==> src/rtl/wdog_pkg.sv <==
// Shared constants for the sequenced-write watchdog.
// Assumes a 32-bit register with the two 2-bit action fields above the reload value.
package wdog_pkg;
    localparam int FIELD_W  = 2;
    localparam int TGL_LSB  = 24;   // toggle (enable/disable) field
    localparam int SVC_LSB  = 26;   // service (reload) field
    localparam int N_FIELDS = 2;

    localparam logic [FIELD_W-1:0] SEQ_ARM  = 2'd1;
    localparam logic [FIELD_W-1:0] SEQ_FIRE = 2'd2;

    typedef enum logic [0:0] {ACT_TOGGLE = 1'b0, ACT_SERVICE = 1'b1} act_e;
endpackage

==> src/rtl/wdog_seq_det.sv <==
// Two-write sequence detector for one action field.
// Arms on a write carrying SEQ_ARM; fires on the very next write carrying SEQ_FIRE.
// Any other write clears the armed state; idle cycles keep it.
module wdog_seq_det
    import wdog_pkg::*;
(
    input  logic               clk,
    input  logic               rst_n,
    input  logic               wr,
    input  logic [FIELD_W-1:0] field,
    output logic               fire
);
    logic pending;

    // Track whether the previous write armed this field.
    always_ff @(posedge clk) begin
        if (!rst_n)
            pending <= 1'b0;
        else if (wr)
            pending <= (field == SEQ_ARM);
    end

    assign fire = wr && (field == SEQ_FIRE) && pending;

    a_r4_cancel_on_other: assert property (@(posedge clk) disable iff (!rst_n)
        (wr && field != SEQ_ARM) |=> !pending);
    a_r4_arm_on_code1: assert property (@(posedge clk) disable iff (!rst_n)
        (wr && field == SEQ_ARM) |=> pending);
    a_r4_idle_holds: assert property (@(posedge clk) disable iff (!rst_n)
        !wr |=> $stable(pending));
endmodule

==> src/rtl/wdog_countdown.sv <==
// Watchdog state: enabled flag, 32-bit down-counter and sticky expiry.
// Assumes toggle/service pulses are single-cycle and load_val is valid with them.
module wdog_countdown #(
    parameter int CNT_W = 32
) (
    input  logic             clk,
    input  logic             rst_n,
    input  logic             tgl,
    input  logic             svc,
    input  logic [CNT_W-1:0] load_val,
    output logic             enabled,
    output logic             expired
);
    logic [CNT_W-1:0] count;

    // Apply toggle, then service, else count down and flag expiry at zero.
    always_ff @(posedge clk) begin
        if (!rst_n) begin
            enabled <= 1'b0;
            expired <= 1'b0;
            count   <= '0;
        end else if (tgl) begin
            if (!enabled) begin
                enabled <= 1'b1;
                count   <= load_val;
            end else begin
                enabled <= 1'b0;
                expired <= 1'b0;
            end
        end else if (svc && enabled) begin
            count <= load_val;
        end else if (enabled) begin
            if (count == '0)
                expired <= 1'b1;
            else
                count <= count - 1'b1;
        end
    end

    a_r6_enable_loads: assert property (@(posedge clk) disable iff (!rst_n)
        (tgl && !enabled) |=> (enabled && count == $past(load_val)));
    a_r8_disable_clears: assert property (@(posedge clk) disable iff (!rst_n)
        (tgl && enabled) |=> (!enabled && !expired));
    a_r7_service_reload: assert property (@(posedge clk) disable iff (!rst_n)
        (svc && enabled && !tgl) |=> (count == $past(load_val)));
    a_r9_sticky: assert property (@(posedge clk) disable iff (!rst_n)
        (expired && enabled && !tgl) |=> expired);
    a_r9_no_wrap: assert property (@(posedge clk) disable iff (!rst_n)
        (enabled && count == '0 && !tgl && !svc) |=> (count == '0));
    a_r7_disabled_ignores: assert property (@(posedge clk) disable iff (!rst_n)
        (!enabled && !tgl) |=> (!enabled && $stable(count)));
endmodule

==> src/rtl/wdog_seq_top.sv <==
// Sequenced-write watchdog: one control register, two sequence detectors,
// a reload holding register and the countdown core.
// Assumes single-cycle write strobes; reads are combinational from state.
module wdog_seq_top
    import wdog_pkg::*;
#(
    parameter int DATA_W   = 32,
    parameter int RELOAD_W = 24
) (
    input  logic              clk,
    input  logic              rst_n,
    input  logic              reg_wr,
    input  logic [DATA_W-1:0] reg_wdata,
    output logic [DATA_W-1:0] reg_rdata,
    output logic              expired
);
    localparam int SHIFT  = DATA_W - RELOAD_W;
    localparam int GAP_W  = DATA_W - 1 - RELOAD_W;
    localparam int HI_LSB = SVC_LSB + FIELD_W;

    logic [RELOAD_W-1:0] reload_q;
    logic [DATA_W-1:0]   load_val;
    logic [N_FIELDS-1:0] fire;
    logic                enabled;
    logic                unused_hi;

    assign unused_hi = ^reg_wdata[DATA_W-1:HI_LSB];

    // Hold the reload value of the latest write.
    always_ff @(posedge clk) begin
        if (!rst_n)
            reload_q <= '0;
        else if (reg_wr)
            reload_q <= reg_wdata[RELOAD_W-1:0];
    end

    assign load_val = {reg_wdata[RELOAD_W-1:0], {SHIFT{1'b0}}};

    for (genvar i = 0; i < N_FIELDS; i++) begin : g_seq
        localparam int LSB = (i == int'(ACT_SERVICE)) ? SVC_LSB : TGL_LSB;
        wdog_seq_det u_det (
            .clk   (clk),
            .rst_n (rst_n),
            .wr    (reg_wr),
            .field (reg_wdata[LSB +: FIELD_W]),
            .fire  (fire[i])
        );
    end

    wdog_countdown #(.CNT_W(DATA_W)) u_cnt (
        .clk      (clk),
        .rst_n    (rst_n),
        .tgl      (fire[ACT_TOGGLE]),
        .svc      (fire[ACT_SERVICE]),
        .load_val (load_val),
        .enabled  (enabled),
        .expired  (expired)
    );

    assign reg_rdata = {enabled, {GAP_W{1'b0}}, reload_q};

    a_r2_reload_tracks: assert property (@(posedge clk) disable iff (!rst_n)
        reg_wr |=> (reg_rdata[RELOAD_W-1:0] == $past(reg_wdata[RELOAD_W-1:0])));
    a_r3_toggle_flips: assert property (@(posedge clk) disable iff (!rst_n)
        fire[ACT_TOGGLE] |=> (reg_rdata[DATA_W-1] != $past(reg_rdata[DATA_W-1])));
    a_r1_expired_needs_enable: assert property (@(posedge clk) disable iff (!rst_n)
        expired |-> reg_rdata[DATA_W-1]);
endmodule

==> config.mk <==
export PLATFORM = sky130hd
export DESIGN_NAME = wdog_seq_top
export DESIGN_NICKNAME = d
export VERILOG_FILES = /design/src/rtl/wdog_pkg.sv /design/src/rtl/wdog_seq_det.sv /design/src/rtl/wdog_countdown.sv /design/src/rtl/wdog_seq_top.sv
export SDC_FILE = /design/constraint.sdc
export NUM_CORES = 1
export LEC_CHECK = 0
export BUFFER_PORTS_ARGS = -buffer_cell sky130_fd_sc_hd__buf_4
export CORE_AREA = 3 3 75 95
export CTS_CLUSTER_DIAMETER = 80
export CTS_CLUSTER_SIZE = 20
export DETAILED_ROUTE_END_ITERATION = 8
export DIE_AREA = 0 0 78 98
export PLACE_DENSITY = 0.75
export SYNTH_ARGS = -nofsm -noshare
export SYNTH_HDL_FRONTEND = slang
export SYNTH_SLANG_ARGS = --single-unit
==> constraint.sdc <==
create_clock -name clk -period 2.5 [get_ports clk]
set_input_delay 0.5 -clock clk [delete_from_list [all_inputs] [get_ports clk]]
set_output_delay 0.5 -clock clk [all_outputs]
set_load 0.02 [all_outputs]
# ---- Word level (Yosys, flattened, before mapping)
# Index checks and enable logic that the tools add are counted.
dict set report classes {
  addsub 1
  n_eq_ne 7
  mux 11
  n_reduce_logical 10
}
# op count
set op_table {}
lappend op_table {{2-to-1 mux 32 bit} 5}
lappend op_table {{logical NOT 32 bit} 1}
lappend op_table {{subtractor 32 x 1 -> 32 bit, second input constant} 1}
lappend op_table {{2-to-1 mux 1 bit} 6}
lappend op_table {{AND reduction 3 bit} 2}
lappend op_table {{logical AND 1 bit} 5}
lappend op_table {{equality test 2 x 1 -> 1 bit, second input constant} 2}
lappend op_table {{equality test 2 bit, second input constant} 2}
lappend op_table {{inequality test 2 bit, second input constant} 2}
lappend op_table {{inequality test 3 x 2 -> 1 bit, second input constant} 1}
lappend op_table {{nonzero test 3 bit} 1}
lappend op_table {{nonzero test 2 bit} 1}
dict set report word_totals {
  register_bits 60
  in_bits 35
  out_inout_bits 33
  elab_cells 35
}

# ---- Logic depth before layout (Yosys ltp)
# Gate-level depths: netlist (run 1).
dict set report depth {
  depth_word 6
  ltp_mapped 10
  depth_no_buf 8
}

# ---- Cells and area by module
# A second synthesis (run 1) with hierarchy kept.
dict set report unflattened {
  cells_unflattened 421
  hier_area_um2 3522.1
}
# module instances cells_each area_per_inst_um2 seq_area_each_um2
set modules_own_cells {}
lappend modules_own_cells {wdog_countdown 1 325 2428.6 680.7}
lappend modules_own_cells {wdog_seq_top 1 86 993.5 480.5}
lappend modules_own_cells {wdog_seq_det 2 5 50.0 20.0}

# ---- Least setup slack after synthesis (run 1)
# No wires, ideal clock.
dict set report synth_timing {
  path_kind {reg2reg}
  startpoint {register u_cnt.count[11]}
  endpoint {register u_cnt.count[28]}
  setup_ns 0.074
  t_arrival_ns 2.382
  required_time_ns 2.426
  setup_slack_ns 0.044
  path_stages_with_launch 8
  n_path_buf 1
  synth_period_minus_slack_ns 2.456
  cell_sequence {dfxtp_1 or4_1 buf_2 or3_4 nand3b_4 or3_1 or4_1 a31oi_1}
}
dict set report synth_between {
  elab_chain_cells 5
  elab_cells_between_ends 8
  cone_classes {add/sub (1); eq/ne (1); mux (4); reduce/logical (2)}
}
# element line
set synth_rtl {}
lappend synth_rtl {{start, declared} wdog_countdown.sv:14} ;# logic [CNT_W-1:0] count;
lappend synth_rtl {{start signal, assigned} wdog_countdown.sv:25} ;# count <= load_val;
lappend synth_rtl {{start signal, assigned} wdog_countdown.sv:31} ;# count <= load_val;
lappend synth_rtl {{start signal, assigned} wdog_countdown.sv:36} ;# count <= count - 1'b1;
lappend synth_rtl {{subtractor 32 x 1 -> 32 bit} wdog_countdown.sv:36}
lappend synth_rtl {{2-to-1 mux 32 bit} wdog_countdown.sv:33} ;# if (count == '0)
lappend synth_rtl {{2-to-1 mux 32 bit} wdog_countdown.sv:32} ;# end else if (enabled) begin
lappend synth_rtl {{2-to-1 mux 32 bit} wdog_countdown.sv:30} ;# end else if (svc && enabled) begin
lappend synth_rtl {{2-to-1 mux 32 bit} wdog_countdown.sv:22} ;# end else if (tgl) begin
# Several ways; a longest one is shown, not always the timed one. The select of a mux whose other input is x is not followed.
# A chain may end at the register's enable or synchronous reset.

# ---- Final worst setup path (run 1)
dict set report layout_timing {
  startpoint {register u_cnt.count[12]}
  endpoint {register u_cnt.count[28]}
}
# Same word-level chain as after synthesis.

==> out/qor.csv, run 1 <==
metric,value,unit
via_per_inst,5.86,
placed_area,3750,um^2
synth_ff_type,dfxtp_1,
num_io_pins,68,
power.density,605,nW/um^2
num_vias,3108,
tns,0,ps
syn-instance-count,363,
fp.dieW,78,um
ir_worst_vdd,0.389,mV
core_area,6250,um^2
hpwl,6310,um
critical_path_arrival,2680,ps
syn_avg_cell_area,8.45,um^2
crit_slowest_cell,or4_4,
synthArstFlopShare,0,%
crit_type,reg -> reg,
fin_nets,477,
clockBufferDepth,2,
drt-pass1-iter-count,7,
slew_violations,0,
ant_nets,0,
max-cap-violations,0,
ys_seq_area_share,39.2,%
synth_warnings,0,
finalCritPeriodShare,96.6,%
layout_min_cycle_time,2420,ps
synth-seq-cells,60,
clk_transition_reported_paths,70,ps
grt_max_degree,27,
drt-total-wl,8690,um
cts_root_buf,clkbuf_8,
worstPathMaxFanout,5,
grt_first_pass_wirelength,14500,um
syn2layout_area_growth,29.9,%
worst_slack,84.0,ps
insertion_delay,340,ps
skew,6.60,ps
cts_inserted_buffers,9,
syn_area,3070,um^2
hold_start,reg_wdata[0],
max_freq,414,MHz
cp-end-kind,register,
p_leak,1.77,nW
grt_usage,23.6,%
cts.hold.buffers_added,0,
cts_tree,done,
port_buffers,56,
drt_iter0_markers,280,
design.die.area,7640,um^2
utilization,63.8,%
crit_path_max_incr_delay,530,ps
whs,408,ps
status,completed,
clkSinkCount,60,
die_y,98,um
grt_pass1_vias,3036,
crit_buf_inv,0,
initial_core_util,49.1,%
crit_start,u_cnt.count[12],
final_cell_mix,"buf_4, dfxtp_1, nor2_1",
worstHoldPathType,in -> reg,
drc,0,
mostFrequentLayoutCell,buf_4,
cp_cell_sequence,"or4_4, or3_4, nand3b_4, or3_1, or4_1, a31oi_1",
gp_congestion,0.937,
r2r-start,u_cnt.count[12],
grt_overflow_total,0,
stdcell_area,3990,um^2
diodes,0,
hold_viol,0,
htreeDepth,3,
setup_violations,0,
antenna_found_initial,0,
drive_gt1_share,27.4,%
wire_per_inst,16.4,um
ys_types,58,
rows,32,
critPathLaunchType,register,
crit_family,simple AND/OR/NAND/NOR gates,
crit_required,2760,ps
synth_edf_count,0,
pre_cts_ws,86.4,ps
-- cells by family after synthesis --
kind of cell,synth area share (%)
XOR/XNOR,2.00
buffers and inverters,5.26
multiplexers,8.16
AO/OA/AOI/OAI,19.8
adder cells (fa/ha/maj),0.408
AND/OR/NAND/NOR,25.1
flip-flops,39.2
other,0.122
-- state kept, by name (all words and copies together) (netlist names) --
signal	flops
reload_q	24
u_cnt.enabled	1
g_seq.u_det.pending	2
u_cnt.expired	1
u_cnt.count	32
-- worst register-to-register path, delay by kind of cell, from the launching register on --
family | cells | cell delay, ps
flops | 1 | 340
compound gates | 1 | 170
simple gates | 5 | 1820
-- final cells by class --
cell class              count  area [um^2]
clock buffers              14          183
multi-input cells         275         1770
fillers                   551         2260
repair buffers             89          693
inverters                   6         22.5
clock inverters             1         5.00
flip-flops and latches     60         1200
well taps                  85          106
-- cells in the mapped netlist, drive strengths merged (4+ instances only) --
| master | instances | area, um^2 |
|---|---|---|
| nand3 | 16 | 80.1 |
| a21oi | 28 | 140 |
| o21ai | 9 | 48.8 |
| inv | 6 | 22.5 |
| o32ai | 4 | 35.0 |
| nor3 | 14 | 70.1 |
| nand3b | 4 | 42.5 |
| nor4 | 9 | 77.6 |
| mux2i | 25 | 250 |
| clkbuf | 16 | 60.1 |
| or4 | 7 | 52.6 |
| a32o | 5 | 50.1 |
| o211ai | 7 | 52.6 |
| o31ai | 6 | 45.0 |
| or3 | 7 | 48.8 |
| nand2 | 27 | 101 |
| a31oi | 6 | 37.5 |
| dfxtp | 60 | 1200 |
| xor2 | 4 | 35.0 |
| buf | 12 | 78.8 |
| nor2 | 46 | 180 |
-- final timing paths --
check                                end  slack (ps)  depth (start not counted)
setup / recovery         u_cnt.count[28]          80                          6
setup reg to reg         u_cnt.count[28]          80                          6
hold / removal               reload_q[0]         410                          3
hold reg to reg   g_seq[1].u_det.pending         470                          2
-- metal layers --
metal | share of wire, % | vias to the layer above | GRT usage (%)
met3 | 6.0 | 24 | 5.81
met4 | 2.5 | 0 | 10.5
met1 | 41 | 1472 | 28.1
met2 | 51 | 115 | 39.8
li1 | - | 1497 | -
met5 | 0 | - | 0
-- metrics by stage --
step	std cells	total power, mW
6_report	530	2.41
2_1_floorplan	369	1.37
3_5_place_dp	515	1.59
4_1_cts	530	2.41
3_3_place_gp	515	1.58
5_1_grt	530	2.53
-- power breakdown --
part | total [mW] | internal [mW] | leakage [nW] | switching, mW
registers | 1.01 | 0.989 | 0.489 | 0.0221
logic | 0.578 | 0.265 | 1.18 | 0.313
clock network | 0.821 | 0.462 | 0.0986 | 0.360
-- timing repair --
item	CTS	global route
endpoints found under the setup margin	0	21
resized for setup	0	9
setup buffers	0	0
No activity file was read; power rests on OpenSTA's default activity.
==> run 2, diff against run 1 <==
--- a/config.mk
+++ b/config.mk
@@ -6,12 +6,12 @@
 export NUM_CORES = 1
 export LEC_CHECK = 0
 export BUFFER_PORTS_ARGS = -buffer_cell sky130_fd_sc_hd__buf_4
-export CORE_AREA = 3 3 75 95
+export CORE_AREA = 3 3 73 92
 export CTS_CLUSTER_DIAMETER = 80
 export CTS_CLUSTER_SIZE = 20
 export DETAILED_ROUTE_END_ITERATION = 8
-export DIE_AREA = 0 0 78 98
-export PLACE_DENSITY = 0.75
+export DIE_AREA = 0 0 76 95
+export PLACE_DENSITY = 0.76
 export SYNTH_ARGS = -nofsm -noshare
 export SYNTH_HDL_FRONTEND = slang
 export SYNTH_SLANG_ARGS = --single-unit
==> constraint.sdc (replaced) <==
create_clock -name clk -period 2.9 [get_ports clk]
set_input_delay 0.58 -clock clk [delete_from_list [all_inputs] [get_ports clk]]
set_output_delay 0.58 -clock clk [all_outputs]
set_load 0.02 [all_outputs]
==> run 2 against run 1 <==
Net effect: clock power increased by 2%; die area is 5.5% lower; worst setup slack gained 100 ps; routed wire length is 2.3% lower; clock skew fell by 4.2 ps; final area decreased by 4.1%; largest power group unchanged; hold slack gained 57 ps; clock-buffer cell count down 3.
==> out/qor.csv, run 2 (synthesis results as in run 1) <==
metric,value,unit
status,completed,
mostFrequentLayoutCell,buf_4,
clk_transition_reported_paths,70,ps
layout_min_cycle_time,2710,ps
drt_iter0_markers,247,
grt_usage,24.6,%
grt_overflow_total,0,
via_per_inst,5.97,
seq_power_share,40.3,%
gp_congestion,0.910,
diodes,0,
largest_register,u_cnt.count,
p_leak,1.68,nW
setup_violations,0,
swShare,28.4,%
max_freq,368,MHz
max-cap-violations,0,
finalCritPeriodShare,93.6,%
clockBufferDepth,2,
rsz0062_at_grt,false,
initial_core_util,52.4,%
cts_root_buf,clkbuf_8,
pre_cts_ws,260,ps
drt-pass1-iter-count,5,
p_comb_share,20.9,%
num_vias,3052,
grt_pass1_vias,2938,
syn2layout_area_growth,24.6,%
htreeDepth,3,
power.density,566,nW/um^2
cts_resized,0,
cp-end-kind,register,
drive_gt1_share,22.8,%
wire_per_inst,16.6,um
critical_path_arrival,2990,ps
ir_worst_vdd,0.328,mV
num_io_pins,68,
top_regs,"u_cnt.count: 32 flops, reload_q: 24 flops, g_seq.u_det.pending: 2 flops",
hold_viol,0,
crit_required,3170,ps
grt_first_pass_wirelength,14100,um
worst_slack,186,ps
antenna_found_initial,0,
cts_setup_buffers,0,
critPathLaunchType,register,
tns,0,ps
clkPwrFrac,38.8,%
grt_max_degree,29,
cts_tree,done,
placed_area,3610,um^2
worstHoldPathType,in -> reg,
hpwl,6020,um
crit_type,reg -> reg,
worstPathMaxFanout,8,
p_int,1.55,mW
rows,31,
drt-total-wl,8490,um
die_y,95,um
slew_violations,0,
port_buffers,56,
power_switching,0.614,mW
design.die.area,7220,um^2
core_area,5860,um^2
insertion_delay,350,ps
slew-limit-headroom,41.8,%
ant_nets,0,
skew,2.43,ps
largest_reg_flops,32,
fin_nets,460,
final_cell_mix,"buf_4, dfxtp_1, nor2_1",
clkSinkCount,60,
stdcell_area,3820,um^2
fp.dieW,76,um
drc,0,
tightest_slew,868,ps
cts.hold.buffers_added,0,
cts_inserted_buffers,9,
-- run 2: power groups by stage --
stage          Combinational (mW)  Sequential (mW)  Clock [mW]
2_1_floorplan               0.267            0.912           0
3_3_place_gp                0.437            0.889           0
3_5_place_dp                0.447            0.890           0
4_1_cts                     0.450            0.872       0.850
5_1_grt                     0.496            0.876       0.880
6_report                    0.452            0.872       0.839
-- run 2: final cells by class --
class | count | area [um^2]
repair buffers | 72 | 553
fillers | 521 | 2030
inverters | 6 | 22.5
multi-input cells | 275 | 1730
flip-flops and latches | 60 | 1200
well taps | 82 | 103
clock buffers | 11 | 141
clock inverters | 5 | 75.1
-- run 2: path summary, 6_finish.rpt --
kind / end / cells past startpoint / from / slack [ps]
min: u_cnt.count[19] / 3 / reg_wdata[11] / 460
max: u_cnt.count[31] / 6 / u_cnt.count[2] / 190
min reg2reg: g_seq[1].u_det.pending / 2 / g_seq[1].u_det.pending / 470
max reg2reg: u_cnt.count[31] / 6 / u_cnt.count[2] / 190
-- run 2: per-layer routing --
layer	global-route usage (%)	routed length [um]
met5	0	0
met4	12.2	180
met3	4.39	472
met2	43.2	4360
met1	29.0	3480
-- run 2: worst max-delay path: stages (launching register included) --
cell,delay [ps]
dfxtp_1,380
or4_1,650
or4b_1,740
nor2_4,270
nand3_1,100
or3_1,320
a31oi_1,180
-- run 2: per-stage QoR --
step	utilization, %	power [mW]	hold WS (ps)	instances
floorplan	-	1.18	442	369
finish	65.3	2.16	465	511
detailed placement	61.6	1.34	468	495
global route	65.3	2.25	485	511
CTS	65.3	2.17	457	511
global placement	61.6	1.33	456	495
==> run 3, diff against run 2 <==
--- a/config.mk
+++ b/config.mk
@@ -12,6 +12,7 @@
 export DETAILED_ROUTE_END_ITERATION = 8
 export DIE_AREA = 0 0 76 95
 export PLACE_DENSITY = 0.76
+export SKIP_LAST_GASP = 1
 export SYNTH_ARGS = -nofsm -noshare
 export SYNTH_HDL_FRONTEND = slang
 export SYNTH_SLANG_ARGS = --single-unit
==> constraint.sdc (replaced) <==
create_clock -name clk -period 2.9 [get_ports clk]
set_input_delay 0.29 -clock clk [delete_from_list [all_inputs] [get_ports clk]]
set_output_delay 0.29 -clock clk [all_outputs]
set_load 0.02 [all_outputs]
==> run 3 against run 2 <==
Net effect: final area down 1.6%; via count up 1.2%; register-to-register slack better by 60 ps; power down 4.5%; hold slack worse by 280 ps; critical path type unchanged; core utilization down 1.0 points; maximum frequency up 2.4%.
==> out/qor.csv, run 3 (synthesis results as in run 1) <==
metric,value,unit
power_switching,0.589,mW
p_leak,1.65,nW
p_comb_share,21.6,%
core_area,5860,um^2
insertion_delay,340,ps
wl_met3,481,um
clkPwrFrac,36.2,%
crit_type,reg -> reg,
critical_path_arrival,2920,ps
drt-pass1-iter-count,6,
seq_power_share,42.2,%
power.density,549,nW/um^2
largest_reg_flops,32,
drc,0,
port_buffers,56,
ir_worst_vdd,0.296,mV
crit_required,3170,ps
fin_nets,457,
syn2layout_area_growth,22.6,%
crit_path_max_incr_delay,740,ps
skew,8.25,ps
cp-end-kind,register,
drive_gt1_share,21.9,%
slew_violations,0,
grt_overflow_total,0,
cts_resized,0,
crit_slowest_cell,or4b_1,
wire_per_inst,16.5,um
worstHoldPathType,in -> reg,
design.die.area,7220,um^2
die_y,95,um
htreeDepth,3,
rows,31,
cts_tree,done,
cts_root_buf,clkbuf_8,
hold_viol,0,
final_cell_mix,"buf_4, dfxtp_1, nor2_1",
fp.dieW,76,um
max_freq,377,MHz
mostFrequentLayoutCell,buf_4,
status,completed,
slew-limit-headroom,48.2,%
top_regs,"u_cnt.count: 32 flops, reload_q: 24 flops, g_seq.u_det.pending: 2 flops",
largest_register,u_cnt.count,
dp.cells,492,
stdcell_count,506,
drt-total-wl,8370,um
num_io_pins,68,
cts_inserted_buffers,9,
swShare,28.5,%
hpwl,5950,um
max-cap-violations,0,
via_per_inst,6.11,
clkSinkCount,60,
diodes,0,
clockBufferDepth,2,
grt_max_degree,42,
grt_first_pass_wirelength,13900,um
critPathLaunchType,register,
antenna_found_initial,0,
tightest_slew,778,ps
tns,0,ps
cts_setup_buffers,0,
crit_family,simple AND/OR/NAND/NOR gates,
ant_nets,0,
grt_pass1_vias,2911,
crit_buf_inv,0,
clk_transition_reported_paths,60,ps
layout_min_cycle_time,2650,ps
worstPathMaxFanout,8,
p_int,1.48,mW
setup_violations,0,
wl_met1,3410,um
drt_iter0_markers,310,
grt_usage,24.1,%
met2_length,4250,um
initial_core_util,52.4,%
gp_congestion,0.918,
cp_cell_sequence,"or4_1, or4b_1, nor2_4, nand3_1, or3_1, a31oi_1",
num_vias,3090,
finalCritPeriodShare,91.4,%
cts.hold.buffers_added,0,
rsz0062_at_grt,false,
top_layer,met4,
==> run 3: changes by cell type in the layout (fill, tap and decap cells not counted), sizes merged <==
cell | before | now
buf | 72 | 69
clkinv | 3 | 1
bufinv | 2 | 1
clkbuf | 11 | 12
==> run 3: layout make-up <==
type	instances	area (um^2)
fill	519	2090
multi-input combinational	275	1730
sequential	60	1200
timing repair buffer	69	518
clock buffer	12	155
tap	82	103
clock inverter	2	35.0
inverter	6	22.5
==> run 3: worst paths after layout <==
check	cells past startpoint	startpoint	end	slack (ps)
setup / recovery	6	u_cnt.count[2]	u_cnt.count[31]	250
hold / removal	3	reg_wdata[11]	u_cnt.count[19]	190
setup reg to reg	6	u_cnt.count[2]	u_cnt.count[31]	250
hold reg to reg	2	g_seq[1].u_det.pending	g_seq[1].u_det.pending	480
==> run 3: power by group through the flow <==
stage,clock network [mW],registers [mW],logic (mW)
3_5_place_dp,0,0.890,0.437
2_1_floorplan,0,0.912,0.267
4_1_cts,0.754,0.872,0.442
5_1_grt,0.789,0.875,0.486
3_3_place_gp,0,0.889,0.431
6_report,0.748,0.872,0.445
==> run 3: worst reg2reg max path, delay by kind of cell (launching register included) <==
kind	cells	cell delay [ps]
and+or+nand+nor	5	2050
AOI/OAI and AO/OA	1	160
DFF	1	360
==> run 3: metrics by stage <==
| stage | area, um^2 | total power [mW] | hold WS, ps | setup WS [ps] | util, % |
|---|---|---|---|---|---|
| 6_report | 3760 | 2.07 | 188 | 250 | 64.2 |
| 5_1_grt | 3760 | 2.15 | 207 | 122 | 64.2 |
| 4_1_cts | 3760 | 2.07 | 188 | 256 | 64.2 |
| 3_5_place_dp | 3570 | 1.33 | 470 | 284 | 61.0 |
| 3_3_place_gp | 3570 | 1.32 | 455 | 316 | 61.0 |
| 2_1_floorplan | 3090 | 1.18 | 423 | 444 | - |
==> run 3: routing by layer <==
| layer | track usage, % | vias up |
|---|---|---|
| met1 | 29.0 | 1476 |
| met5 | 0 | - |
| met4 | 13.4 | 0 |
| met3 | 4.01 | 30 |
| li1 | - | 1448 |
| met2 | 41.1 | 136 |
